**src/rtl/eraseSuspPkg.sv**
```systemverilog
package eraseSuspPkg;

  typedef enum logic [2:0] {
    ST_IDLE, ST_ERASE_RUN, ST_ERASE_PAUSE, ST_ERASE_HELD, ST_PROG_RUN, ST_PROG_HELD
  } arbState_t;

  localparam logic [7:0] OP_ERASE   = 8'h20;
  localparam logic [7:0] OP_PROG    = 8'h40;
  localparam logic [7:0] OP_SUSPEND = 8'hB0;
  localparam logic [7:0] OP_RESUME  = 8'hD0;
  localparam logic [7:0] OP_RDSTAT  = 8'h70;
  localparam logic [7:0] OP_CLRSTAT = 8'h50;
  localparam logic [7:0] OP_QUERY   = 8'h98;
  localparam logic [7:0] OP_CONFIG  = 8'hB8;
  localparam logic [7:0] OP_RDARRAY = 8'hFF;

  typedef struct packed {
    logic loadErase;
    logic runErase;
    logic loadProg;
    logic runProg;
    logic loadSusp;
    logic runSusp;
    logic setErr;
    logic clrErr;
  } dpStrobe_t;

  function automatic logic heldLegal(input logic [7:0] code);
    return (code == OP_RESUME) || (code == OP_PROG) || (code == OP_RDSTAT) ||
           (code == OP_CLRSTAT) || (code == OP_QUERY) || (code == OP_CONFIG);
  endfunction

endpackage

```
**src/rtl/downCounter.sv**
```systemverilog
module downCounter #(
  parameter int W = 8,
  parameter int INIT = 100
) (
  input  logic         clk,
  input  logic         rstN,
  input  logic         load,
  input  logic         run,
  output logic [W-1:0] count,
  output logic         last
);
  always_ff @(posedge clk or negedge rstN) begin
    if (!rstN)              count <= '0;
    else if (load)          count <= W'(INIT);
    else if (run && count != '0) count <= count - 1'b1;
  end

  assign last = (count == W'(1));

  assert_cnt_bound_R2: assert property (@(posedge clk) disable iff (!rstN)
    count <= W'(INIT));
endmodule

```
**src/rtl/eraseSuspDp.sv**
```systemverilog
module eraseSuspDp
  import eraseSuspPkg::*;
#(
  parameter int ERASE_LEN = 400,
  parameter int PROG_LEN = 24,
  parameter int SUSP_LAT = 5,
  localparam int EW = $clog2(ERASE_LEN + 1),
  localparam int PW = $clog2(PROG_LEN + 1),
  localparam int SW = $clog2(SUSP_LAT + 1)
) (
  input  logic          clk,
  input  logic          rstN,
  input  dpStrobe_t     strobe,
  output logic [EW-1:0] eraseLeft,
  output logic          eraseDone,
  output logic          progDone,
  output logic          suspDone,
  output logic [1:0]    errFlags
);
  logic [PW-1:0] progLeft;
  logic [SW-1:0] suspLeft;

  downCounter #(.W(EW), .INIT(ERASE_LEN)) eraseCtr (
    .clk(clk), .rstN(rstN), .load(strobe.loadErase), .run(strobe.runErase),
    .count(eraseLeft), .last(eraseDone));

  downCounter #(.W(PW), .INIT(PROG_LEN)) progCtr (
    .clk(clk), .rstN(rstN), .load(strobe.loadProg), .run(strobe.runProg),
    .count(progLeft), .last(progDone));

  downCounter #(.W(SW), .INIT(SUSP_LAT)) suspCtr (
    .clk(clk), .rstN(rstN), .load(strobe.loadSusp), .run(strobe.runSusp),
    .count(suspLeft), .last(suspDone));

  always_ff @(posedge clk or negedge rstN) begin
    if (!rstN)             errFlags <= 2'b00;
    else if (strobe.setErr) errFlags <= 2'b11;
    else if (strobe.clrErr) errFlags <= 2'b00;
  end
endmodule

```
**src/rtl/eraseSuspCtrl.sv**
```systemverilog
module eraseSuspCtrl
  import eraseSuspPkg::*;
(
  input  logic       clk,
  input  logic       rstN,
  input  logic       cmdValid,
  input  logic [7:0] cmdCode,
  input  logic       eraseDone,
  input  logic       progDone,
  input  logic       suspDone,
  output dpStrobe_t  strobe,
  output arbState_t  curState,
  output logic       nestedProg,
  output logic       readsStatus
);
  arbState_t nextState;
  logic nextNested, nextRs;

  always_comb begin
    nextState  = curState;
    nextNested = nestedProg;
    nextRs     = readsStatus;
    strobe     = '0;
    case (curState)
      ST_IDLE: if (cmdValid) begin
        case (cmdCode)
          OP_ERASE:   begin nextState = ST_ERASE_RUN; strobe.loadErase = 1'b1; nextRs = 1'b1; end
          OP_PROG:    begin nextState = ST_PROG_RUN; strobe.loadProg = 1'b1; nextRs = 1'b1; nextNested = 1'b0; end
          OP_RDSTAT:  nextRs = 1'b1;
          OP_CLRSTAT: strobe.clrErr = 1'b1;
          OP_QUERY, OP_CONFIG, OP_RDARRAY: nextRs = 1'b0;
          default: ;
        endcase
      end
      ST_ERASE_RUN: begin
        strobe.runErase = 1'b1;
        if (eraseDone) nextState = ST_IDLE;
        else if (cmdValid && cmdCode == OP_SUSPEND) begin
          nextState = ST_ERASE_PAUSE; strobe.loadSusp = 1'b1; nextRs = 1'b1;
        end else if (cmdValid && cmdCode == OP_RDSTAT) nextRs = 1'b1;
      end
      ST_ERASE_PAUSE: begin
        strobe.runErase = 1'b1;
        strobe.runSusp  = 1'b1;
        if (eraseDone)      nextState = ST_IDLE;
        else if (suspDone)  nextState = ST_ERASE_HELD;
        if (cmdValid && cmdCode == OP_RDSTAT) nextRs = 1'b1;
      end
      ST_ERASE_HELD: if (cmdValid) begin
        case (cmdCode)
          OP_RESUME:  begin nextState = ST_ERASE_RUN; nextRs = 1'b1; end
          OP_PROG:    begin nextState = ST_PROG_RUN; strobe.loadProg = 1'b1; nextNested = 1'b1; nextRs = 1'b1; end
          OP_RDSTAT:  nextRs = 1'b1;
          OP_CLRSTAT: strobe.clrErr = 1'b1;
          OP_QUERY, OP_CONFIG: nextRs = 1'b0;
          default:    strobe.setErr = 1'b1;
        endcase
      end
      ST_PROG_RUN: begin
        strobe.runProg = 1'b1;
        if (progDone) begin
          nextState  = nestedProg ? ST_ERASE_HELD : ST_IDLE;
          nextNested = 1'b0;
        end else if (cmdValid && cmdCode == OP_SUSPEND) begin
          nextState = ST_PROG_HELD; nextRs = 1'b1;
        end else if (cmdValid && cmdCode == OP_RDSTAT) nextRs = 1'b1;
      end
      ST_PROG_HELD: if (cmdValid) begin
        case (cmdCode)
          OP_RESUME:  begin nextState = ST_PROG_RUN; nextRs = 1'b1; end
          OP_RDSTAT:  nextRs = 1'b1;
          OP_CLRSTAT: strobe.clrErr = 1'b1;
          OP_QUERY, OP_CONFIG, OP_RDARRAY: nextRs = 1'b0;
          default: ;
        endcase
      end
      default: nextState = ST_IDLE;
    endcase
  end

  always_ff @(posedge clk or negedge rstN) begin
    if (!rstN) begin
      curState    <= ST_IDLE;
      nestedProg  <= 1'b0;
      readsStatus <= 1'b0;
    end else begin
      curState    <= nextState;
      nestedProg  <= nextNested;
      readsStatus <= nextRs;
    end
  end

  // A resume during a nested program never restarts the erase
  assert_resume_blocked_R7: assert property (@(posedge clk) disable iff (!rstN)
    (curState == ST_PROG_RUN && nestedProg && cmdValid && cmdCode == OP_RESUME)
    |=> (curState != ST_ERASE_RUN));
endmodule

```
**src/rtl/eraseSuspArb.sv**
```systemverilog
module eraseSuspArb
  import eraseSuspPkg::*;
#(
  parameter int ERASE_LEN = 400,
  parameter int PROG_LEN = 24,
  parameter int SUSP_LAT = 5,
  localparam int EW = $clog2(ERASE_LEN + 1)
) (
  input  logic          clk,
  input  logic          rstN,
  input  logic          cmdValid,
  input  logic [7:0]    cmdCode,
  output logic [7:0]    statusReg,
  output logic          stsPin,
  output logic          readsStatus,
  output logic [EW-1:0] eraseLeft
);
  dpStrobe_t strobe;
  arbState_t curState;
  logic nestedProg, eraseDone, progDone, suspDone;
  logic [1:0] errFlags;
  logic srReady, srEraseSusp, srProgSusp;

  eraseSuspCtrl ctrl (
    .clk(clk), .rstN(rstN), .cmdValid(cmdValid), .cmdCode(cmdCode),
    .eraseDone(eraseDone), .progDone(progDone), .suspDone(suspDone),
    .strobe(strobe), .curState(curState), .nestedProg(nestedProg),
    .readsStatus(readsStatus));

  eraseSuspDp #(.ERASE_LEN(ERASE_LEN), .PROG_LEN(PROG_LEN), .SUSP_LAT(SUSP_LAT)) dp (
    .clk(clk), .rstN(rstN), .strobe(strobe), .eraseLeft(eraseLeft),
    .eraseDone(eraseDone), .progDone(progDone), .suspDone(suspDone),
    .errFlags(errFlags));

  assign srReady     = (curState == ST_IDLE) || (curState == ST_ERASE_HELD) ||
                       (curState == ST_PROG_HELD);
  assign srEraseSusp = (curState == ST_ERASE_HELD) || nestedProg;
  assign srProgSusp  = (curState == ST_PROG_HELD);
  assign statusReg   = {srReady, srEraseSusp, errFlags, 1'b0, srProgSusp, 2'b00};
  assign stsPin      = srReady;

  assert_illegal_flags_R4: assert property (@(posedge clk) disable iff (!rstN)
    (curState == ST_ERASE_HELD && cmdValid && !heldLegal(cmdCode))
    |=> (statusReg[5:4] == 2'b11 && statusReg[7:6] == 2'b11 && $stable(eraseLeft)));

  assert_resume_clears_R8: assert property (@(posedge clk) disable iff (!rstN)
    (curState == ST_ERASE_HELD && cmdValid && cmdCode == OP_RESUME)
    |=> (!statusReg[7] && !statusReg[6] && !stsPin && readsStatus));

  assert_held_frozen_R3: assert property (@(posedge clk) disable iff (!rstN)
    statusReg[6] |=> (!statusReg[6] || $stable(eraseLeft)));
endmodule

```
**config.mk**
```make
export PLATFORM = sky130hd
export DESIGN_NAME = eraseSuspArb
export DESIGN_NICKNAME = d
export VERILOG_FILES = /design/src/rtl/eraseSuspPkg.sv /design/src/rtl/downCounter.sv /design/src/rtl/eraseSuspDp.sv /design/src/rtl/eraseSuspCtrl.sv /design/src/rtl/eraseSuspArb.sv
export SDC_FILE = /design/constraint.sdc
export NUM_CORES = 1
export LEC_CHECK = 0
export ABC_CLOCK_PERIOD_IN_PS = 3600
export BUFFER_PORTS_ARGS = -buffer_cell sky130_fd_sc_hd__buf_2
export CAP_MARGIN = 5
export CORE_MARGIN = 10
export CORE_UTILIZATION = 25
export CTS_CLUSTER_DIAMETER = 120
export DETAILED_ROUTE_END_ITERATION = 6
export HOLD_SLACK_MARGIN = 0.15
export PLACE_DENSITY = 0.44
export SKIP_CTS_REPAIR_TIMING = 1
export SLEW_MARGIN = 40
export SYNTH_ARGS = -nofsm -noshare
export SYNTH_HDL_FRONTEND = slang
export SYNTH_HIERARCHICAL = 1
export SYNTH_SLANG_ARGS = --single-unit
```
**constraint.sdc**
```tcl
create_clock -name clk -period 3.6 [get_ports clk]
set_input_delay 0.36 -clock clk [delete_from_list [all_inputs] [get_ports clk]]
set_output_delay 0.36 -clock clk [all_outputs]
set_load 0.005 [all_outputs]
```
# ---- Word level (Yosys, flattened, before mapping)
# Cells that the tools add are included.
# W data, S select, Z words.
dict set report word_totals {
  output_inout_bits 19
  elab_cells 131
  ff_bits 24
}
dict set report classes {
  n_eq_ne 34
  n_mux 57
  reduce_logical 30
  add_sub_neg 3
}
# operator count
set ops {}
lappend ops {{$eq A8 B8 Y1 const B} 5}
lappend ops {{$mux W3} 12}
lappend ops {{$mux W1} 28}
lappend ops {{$eq A8 B7 Y1 const B} 3}
lappend ops {{$mux W9} 2}
lappend ops {{$pmux W3 S6} 1}
lappend ops {{$reduce_and A9 Y1} 2}
lappend ops {{$ne A3 B1 Y1 const B} 5}
lappend ops {{$pmux W3 S2} 2}
lappend ops {{$mux W5} 2}
lappend ops {{$ne A2 B2 Y1 const B} 5}
lappend ops {{$reduce_or A2 Y1} 5}
lappend ops {{$eq A9 B1 Y1 const B} 1}
lappend ops {{$ne A3 B2 Y1 const B} 3}
lappend ops {{$reduce_bool A9 Y1} 1}
lappend ops {{$reduce_or A3 Y1} 3}
lappend ops {{$sub A9 B1 Y9 const B} 1}
lappend ops {{$eq A8 B6 Y1 const B} 1}
lappend ops {{$mux W2} 4}
lappend ops {{$ne A2 B1 Y1 const B} 4}
lappend ops {{$pmux W1 S2} 4}
lappend ops {{$reduce_bool A2 Y1} 4}
lappend ops {{$eq A3 B1 Y1 const B} 2}
lappend ops {{$eq A3 B2 Y1 const B} 2}
lappend ops {{14 further kinds} 22}

# ---- Logic depth before layout (Yosys ltp)
dict set report depth {
  ltp_word 7
  ltp_mapped 9
  depth_no_buf 9
}

# ---- By module
# Netlist, hierarchy kept.
# mod cells_each area_each_um2 n_inst
set modules_own_cells {}
lappend modules_own_cells {eraseSuspCtrl 121 937.1 1}
lappend modules_own_cells {{downCounter at dp.eraseCtr} 57 561.8 1}
lappend modules_own_cells {{downCounter at dp.progCtr} 29 284.0 1}
lappend modules_own_cells {{downCounter at dp.suspCtr} 20 202.7 1}
lappend modules_own_cells {eraseSuspArb 13 83.8 1}
lappend modules_own_cells {eraseSuspDp 4 43.8 1}

# ---- Worst setup path after synthesis
# Ideal clock, no wire load.
dict set report synth_timing {
  path_type {register to register}
  startpoint {reg dp.eraseCtr.count[1]}
  endpoint {reg dp.suspCtr.count[1]}
  setup_slack_ns 1.486
  path_stages_with_launch 8
  path_buffers 0
  arrival_time_ns 1.986
  cell_sequence {dfrtp_1 inv_1 ha_1 and4b_1 or3b_2 nor3_1 nor2_1 mux2_1}
}
# item line
set synth_lines {}
lappend synth_lines {{start: declaration} downCounter.sv:9} ;# output logic [W-1:0] count,
lappend synth_lines {{start signal: assignment} downCounter.sv:14} ;# else if (load) count <= W'(INIT);
lappend synth_lines {{start signal: assignment} downCounter.sv:15} ;# else if (run && count != '0) count <= count - 1'b1;
lappend synth_lines {{end signal: assignment} downCounter.sv:14}
lappend synth_lines {{end signal: assignment} downCounter.sv:15}
lappend synth_lines {{end: declaration} downCounter.sv:9}

==> flow_summary.yaml <==
placed_design:
  place_hpwl_mm: 3.85
  place_area_um2: 2220
  numPlacedInstances: 359
  portBuffers: 26
  dp_slack_ns: 1.17
  gp_congestion: 0.763
finish:
  antennaDiodeCount: 0
  final_common_cell: "nor2_1"
  final_area_um2: 2270
  nets: 279
  fin_cells: 364
  syn_to_final_growth_pct: 7.64
  layout_common_cells: "nor2_1 (34), buf_2 (26), dfrtp_1 (22)"
  drive_gt1_frac: 0.232
worst_setup_path:
  cp_top_family: "simple AND/OR/NAND/NOR gates"
  start_kind: "register"
  worstPathMaxFanout: 23
  crit_type: "register to register"
  crit_slowest_cell: "dfrtp_1"
  critPathCaptureType: "register"
  crit_arrival_ns: 2.67
  path_buf_inv: 0
  critPathRequiredTime_ns: 3.80
  slowest_delay_ns: 0.83
  crit_chain: "xnor2_1, nor2_1, or3b_1, nor4b_1, mux2i_1"
detailed_routing:
  first_iter_violations: 104
  vias_per_cell: 4.91
  num_vias: 1787
  drtAntennaViolNets: 0
  drt_first_pass_iters: 4
  drc: 0
  drt-total-wl_mm: 5.19
  post_drt_wl_per_cell_um: 14.3
pwr:
  ir_drop_uv: 176
  leakage_uw: 0.000930
  p_per_area_nw_per_um2: 672
synthesis:
  synth.distinct_cells: 68
  synth_edf_count: 0
  ys_seq_elements: 23
  async_flop_share: 1.00
  ys.flop_type: "dfrtp_1"
  synth_compound_area_frac: 0.201
  yosys.area_share.adder: 0.0474
  synthesis.area_um2: 2110
  muxShareOfSynthArea: 0.0456
  yosysSeqAreaShare: 0.272
  synth_top_family_by_area: "simple AND/OR/NAND/NOR gates"
  avgSynthCellArea_um2: 8.66
  synth-simple-area-share: 0.298
  syn_inst: 244
  synthXorXnorAreaFrac: 0.0290
  yosysWarnings: 6
cts:
  clk_latency_ns: 0.27
  clkTransAtPathRegs_ns: 0.10
  cts_tree: "built"
  cts_buffers: 3
  cts_buffer_depth: 2
  cts-root-buf: "clkbuf_8"
  cts-htree-levels: 1
  cts_sinks: 23
sta:
  post-route-min-period_ns: 2.47
  setup_slack_ns: 1.13
  worstMarginPinSlew_ns: 0.725
  min_period_over_period: 0.685
  fmax_mhz: 405
  rsz0062_at_grt: "false"
  tns_ns: 0
  slew_viol_final: 0
  relSlewSlack: 0.517
  setup_viol: 0
  finalHoldViolCount: 0
  skew_ns: 0.00717
die:
  core_um2: 8220
  fp-row-count: 33
  die_x_um: 112
  die-area_um2: 12500
  dieHeight_um: 112
  initial_core_util: 0.257
  ios: 30
global_routing:
  grt_pass1_vias: 1723
  grt_overflow: 0
  grt_usage: 0.0789
  grt_max_degree: 31
  grt_first_pass_wirelength_mm: 8.58
  antenna_found_initial: 0
run_status:
  outcome: "completed"
job:
  cap_viol_max_count: 0
hold_path:
  hold_path.class: "register to register"
## per-layer routing
layer,part of all wire,vias to the layer above,global-route usage,routed length [um]
met4,0.011,0,0.0237,59
met3,0.024,4,0.00859,126
li1,-,906,-,-
met2,0.51,26,0.141,2650
met1,0.45,851,0.0967,2350
met5,0,-,0,0
## cell type report
| cell class | count | area [um^2] |
|---|---|---|
| clock buffers | 3 | 41.3 |
| clock inverters | 1 | 5.00 |
| fillers | 885 | 5940 |
| inverters | 11 | 41.3 |
| multi-input cells | 192 | 1320 |
| flip-flops and latches | 23 | 577 |
| well taps | 105 | 131 |
| repair buffers | 29 | 155 |
## cells in the mapped netlist, drive strengths merged, types with 4 or more instances
library cell  instances  share of area
nor2                 34          0.060
dfrtp                23           0.27
nand2                15          0.029
a21oi                13          0.033
buf                  13          0.049
o21ai                13          0.031
inv                  11          0.020
ha                    8          0.047
clkbuf                7          0.036
nor2b                 7          0.024
nor3                  7          0.019
a211oi                6          0.028
nand2b                6          0.019
mux2                  5          0.027
nand3                 5          0.012
nand4                 5          0.015
mux2i                 4          0.019
or3                   4          0.014
xor2                  4          0.017
## flip-flops by register name, summed over array words and instances (netlist names)
register and flops:
dp/eraseCtr/count 9, dp/progCtr/count 5, ctrl/nestedProg 1, dp/suspCtr/count 3
ctrl/readsStatus 1, dp/errFlags 1, ctrl/curState 3
## through the flow
step | power, uW | hold WS, ns | util
final | 1530 | 0.511 | 0.277
after global routing | 1670 | 0.545 | 0.277
after CTS | 1550 | 0.0950 | 0.275
after detailed placement | 1360 | 0.404 | 0.270
after global placement | 1370 | 0.392 | 0.270
after floorplan | 1170 | 0.0644 | -
## worst paths after layout
| check | slack (ns) | startpoint | cells after the start | endpoint |
|---|---|---|---|---|
| setup / recovery | 1.13 | ctrl/curState[0] | 5 | dp/eraseCtr/count[7] |
| hold / removal | 0.51 | dp/errFlags[0] | 1 | dp/errFlags[0] |
| setup reg to reg | 1.13 | ctrl/curState[0] | 5 | dp/eraseCtr/count[7] |
| hold reg to reg | 0.51 | dp/errFlags[0] | 1 | dp/errFlags[0] |
| max in group asynchronous | 2.59 | rstN | 2 | ctrl/curState[2] |
| min in group asynchronous | 0.61 | rstN | 2 | dp/eraseCtr/count[8] |
## report_power, final
part           switching, uW  internal, uW  total (uW)  leakage (uW)
Sequential               148           354         502      0.000258
Combinational            452           397         849      0.000646
Clock                    100          77.6         178     0.0000255
Total                    701           829        1530      0.000930
## cells by family (layout without fill, tap and decap cells)
group,Yosys count,after routing
AND/OR/NAND/NOR,107,107
AO/OA/AOI/OAI,58,58
buffers and inverters,31,44
flip-flops,23,23
multiplexers,9,9
adder cells (fa/ha/maj),8,8
XOR/XNOR,7,7
other,1,3
Power figures use the tool's default switching activity.
